[src/rtl/fp_eq_unit.sv]
module fp_eq_unit #(
  parameter int W    = 32,
  parameter int FL_W = 6
) (
  input  logic            clk,
  input  logic            rst_n,
  input  logic            op_valid,
  input  logic [W-1:0]    op_a,
  input  logic [W-1:0]    op_b,
  input  logic [W-1:0]    guard,
  input  logic [FL_W-1:0] ext_flags,
  input  logic            stat_we,
  input  logic [FL_W-1:0] stat_wdata,
  output logic [W-1:0]    res_data,
  output logic            res_we,
  output logic [FL_W-1:0] status
);
  localparam int EXP_W = 8;
  localparam int FRC_W = W - EXP_W - 1;
  localparam int B_INV = 0;
  localparam int B_FTZ = 5;

  logic [EXP_W-1:0] ea, eb;
  logic [FRC_W-1:0] fa, fb;
  logic sub_a, sub_b, zer_a, zer_b, nan_a, nan_b, snan_a, snan_b;
  logic same, go;
  logic [FL_W-1:0] own;

  assign ea = op_a[W-2 -: EXP_W];
  assign eb = op_b[W-2 -: EXP_W];
  assign fa = op_a[FRC_W-1:0];
  assign fb = op_b[FRC_W-1:0];

  assign sub_a  = (ea == '0) && (fa != '0);
  assign sub_b  = (eb == '0) && (fb != '0);
  assign zer_a  = (ea == '0);
  assign zer_b  = (eb == '0);
  assign nan_a  = (&ea) && (fa != '0);
  assign nan_b  = (&eb) && (fb != '0);
  assign snan_a = nan_a && !fa[FRC_W-1];
  assign snan_b = nan_b && !fb[FRC_W-1];

  assign same = !nan_a && !nan_b && ((zer_a && zer_b) || (op_a == op_b));
  assign go   = op_valid && guard[0];

  always_comb begin
    own        = '0;
    own[B_INV] = snan_a || snan_b;
    own[B_FTZ] = sub_a || sub_b;
  end

  always_ff @(posedge clk) begin
    if (!rst_n) begin
      res_data <= '0;
      res_we   <= 1'b0;
      status   <= '0;
    end else begin
      res_we <= go;
      if (go) res_data <= {{(W-1){1'b0}}, same};
      if (stat_we)
        status <= stat_wdata;
      else
        status <= status | ext_flags | (go ? own : '0);
    end
  end
endmodule

[config.mk]
export PLATFORM = sky130hd
export DESIGN_NAME = fp_eq_unit
export DESIGN_NICKNAME = d
export VERILOG_FILES = /design/src/rtl/fp_eq_unit.sv
export SDC_FILE = /design/constraint.sdc
export NUM_CORES = 1
export LEC_CHECK = 0
export CAP_MARGIN = 40
export CORE_UTILIZATION = 24
export DETAILED_ROUTE_END_ITERATION = 6
export PLACE_DENSITY = 0.84
export SETUP_SLACK_MARGIN = 0.3
export SLEW_MARGIN = 10
export SYNTH_ARGS = -nofsm -noshare
export SYNTH_HDL_FRONTEND = slang
export SYNTH_SLANG_ARGS = --single-unit
[constraint.sdc]
create_clock -name clk -period 1.49 [get_ports clk]
set_clock_uncertainty 0.05 [all_clocks]
set_input_delay 0.298 -clock clk [delete_from_list [all_inputs] [get_ports clk]]
set_output_delay 0.298 -clock clk [all_outputs]
set_load 0.01 [all_outputs]
==> run_results.csv <==
group,metric,value,unit
layout,fillers,404,
placement,place_ws,-456,ps
critical_path,critPathKind,"input port to register",
yosys,yosys_warnings,0,
worst_hold_path,worstHoldEndpoint,"status[1]",
timing,finalMaxSlewViolations,0,
yosys,synth-seq-cells,8,
detailed_routing,wl,4290,µm
critical_path,cp.arrival,1420,ps
layout,nNetsFinal,362,
yosys,ys_types,18,
global_routing,grt_pass1_wl,5750,µm
critical_path,crit_path_cell_trace,"buf_8, buf_6, xor2_1, nor4_1, nand4_1, o21ai_1, a41o_1",
detailed_routing,dr_total_vias,1360,
critical_path,required,1610,ps
power,p_sw_share,34.5,%
detailed_routing,route.detailed.drc,0,
timing,rsz0062_at_grt,"true",
layout,syn2layout_area_growth,98.1,%
yosys,syn_avg_cell_area,7.55,µm²
layout,design_area,2110,µm²
placement,hpwlAfterDp,3420,µm
detailed_routing,final_antenna_net_count,0,
critical_path,critPathLaunchType,"input port",
global_routing,grt-ovfl-total,0,
timing,setup_slack,193,ps
power,pwr-share-seq,24.2,%
power,power-per-cell-area,463,nW/µm²
placement,gp_congestion,0.812,
cts,cts_buffer_depth,2,
detailed_routing,wl_per_cell,14.4,µm
critical_path,timing.rr.start,"status[0]",
timing,fin_crit,1300,ps
layout,final_common_cell,"clkbuf_2",
timing,hold_viol_final,0,
critical_path,timing.rr.end,"status[0]",
cts,cts_tree,"yes",
layout,regArea,160,µm²
cts,cts_root_buf,"clkbuf_8",
yosys,synth.cell_area,1060,µm²
critical_path,cp-startpoint,"op_b[18]",
run_status,outcome,"finished, final reports clean",
placement,place.port_buffers,88,
timing,min_period_over_period,87.0,%
worst_hold_path,min_path_type,"register to register",
worst_hold_path,min_path_cells,2,
critical_path,slowest_stage,"nor4_1",
layout,antenna_cells,0,
run,cap_violations,0,
layout,drive_gt1_share,44.0,%
worst_hold_path,hp-start,"status[1]",
critical_path,crit_fanout,2,
timing,fmax,771,MHz
floorplan,start_util,25.9,%
layout,fin_util,51.3,%
layout,multiInputGateArea,1030,µm²
power,p_int,0.640,mW
power,p_sw,0.337,mW
cts,path_clk_slew,40,ps
power,pwr-share-comb,49.2,%
power,ir_drop,0.253,mV
layout,layout_common_cells,"clkbuf_2, conb_1, xor2_1, clkdlybuf4s50_1, buf_6",
detailed_routing,dr.pass1.iters,6,
cts,clk_latency,230,ps
global_routing,grt_pass1_vias,1310,
global_routing,grt_usage,16.6,%
critical_path,r2r_cells,3,
cts,h-tree-depth,1,
critical_path,end_kind,"register",
floorplan,die_area,4710,µm²
yosys,synth-seq-area-share,15.0,%
cts,cts_sinks,8,
power,pwr-share-clk,26.6,%
floorplan,ios,151,
critical_path,r2r_setup_slack,620,ps
timing,setup-violations-final,0,
detailed_routing,viasPerCell,4.56,
floorplan,rows,23,
power,total_leakage_power,0.931,nW
floorplan,die_w,68.6,µm
global_routing,antenna_found_initial,0,
yosys,syn_inst,141,
cts,cts-buffers-inserted,3,
placement,post_dp_cell_area,2020,µm²
cts,holdBufCountCts,0,
critical_path,crit_path_max_incr_delay,310,ps
floorplan,core_area,4120,µm²
detailed_routing,drtIter0Drc,48,
global_routing,grt_max_degree,7,
floorplan,die-height,68.6,µm
[critical path: cells and delay by family]
kind	cells	cell delay, ps
AND/OR/NAND/NOR	2	450
XOR/XNOR	1	140
buffers and inverters	2	200
AO/OA/AOI/OAI	2	330
[worst max path at each step]
stage                   to  slack (ps)  depth (start not counted)
2_1_floorplan    status[0]         270                          5
5_1_grt          status[5]         170                          6
6_report       res_data[0]         190                          7
3_3_place_gp     status[0]        -450                          6
4_1_cts        res_data[0]         120                          7
3_5_place_dp   res_data[0]        -460                          6
[cell type report]
cell class              instances  share of cell area (%)
multi-input cells             131                    48.8
inverters                       1                   0.178
repair buffers                105                    38.5
flip-flops and latches          8                    7.59
well taps                      50                    2.97
clock buffers                   3                    1.96
[cells by family (layout without fill, tap and decap cells)]
logic type / after synthesis / count (layout) / share of synthesized area (%)
buffers and inverters: 32 / 109 / 22.2
xor gates and xnor gates: 32 / 32 / 26.3
DFF: 8 / 8 / 15.0
and+or+nand+nor: 51 / 51 / 26.7
other: 1 / 31 / 0.352
AOI/OAI and AO/OA: 17 / 17 / 9.40
[power groups by stage]
stage / Combinational (mW) / Sequential, mW / Clock (mW)
after floorplan: 0.186 / 0.245 / 0
after global placement: 0.472 / 0.239 / 0
after detailed placement: 0.473 / 0.240 / 0
after CTS: 0.443 / 0.236 / 0.268
after global routing: 0.517 / 0.238 / 0.282
final: 0.480 / 0.237 / 0.260
[registers in the layout (all words and copies together), names as in the netlist]
name      flops
status        6
res_data      1
res_we        1
[cell usage after synthesis]
cell | instances | area share, %
a21o_1 | 1 | 0.71
a21oi_1 | 2 | 0.94
a41o_1 | 1 | 0.94
and3_1 | 2 | 1.2
buf_4 | 31 | 22
conb_1 | 1 | 0.35
dfxtp_1 | 8 | 15
inv_1 | 1 | 0.35
nand2_1 | 3 | 1.1
nand4_1 | 9 | 5.3
nor2_1 | 7 | 2.5
nor3_1 | 8 | 3.8
nor4_1 | 22 | 13
o211ai_1 | 2 | 1.4
o21a_1 | 1 | 0.71
o21ai_0 | 7 | 3.3
o21ai_1 | 3 | 1.4
xor2_1 | 32 | 26
[repair_timing]
item	4_1_cts	5_1_grt
endpoints found under the setup margin	11	13
gates cloned	0	0
setup buffers	1	0
pin swaps	42	42
resized for setup	177	104
[through the flow]
step	power (mW)	setup TNS, ps	instances	hold WS, ps
after floorplan	0.431	0	171	382
after global placement	0.710	-1280	294	418
after detailed placement	0.713	-1240	294	432
after CTS	0.947	0	298	437
after global routing	1.04	0	298	458
final	0.977	0	298	435
[layer usage]
metal	global-route usage (%)	routed length [µm]
met4	3.65	23
met5	0	0
met1	18.9	1570
met3	2.63	267
met2	31.6	2430
(Power assumes the default switching activity.)
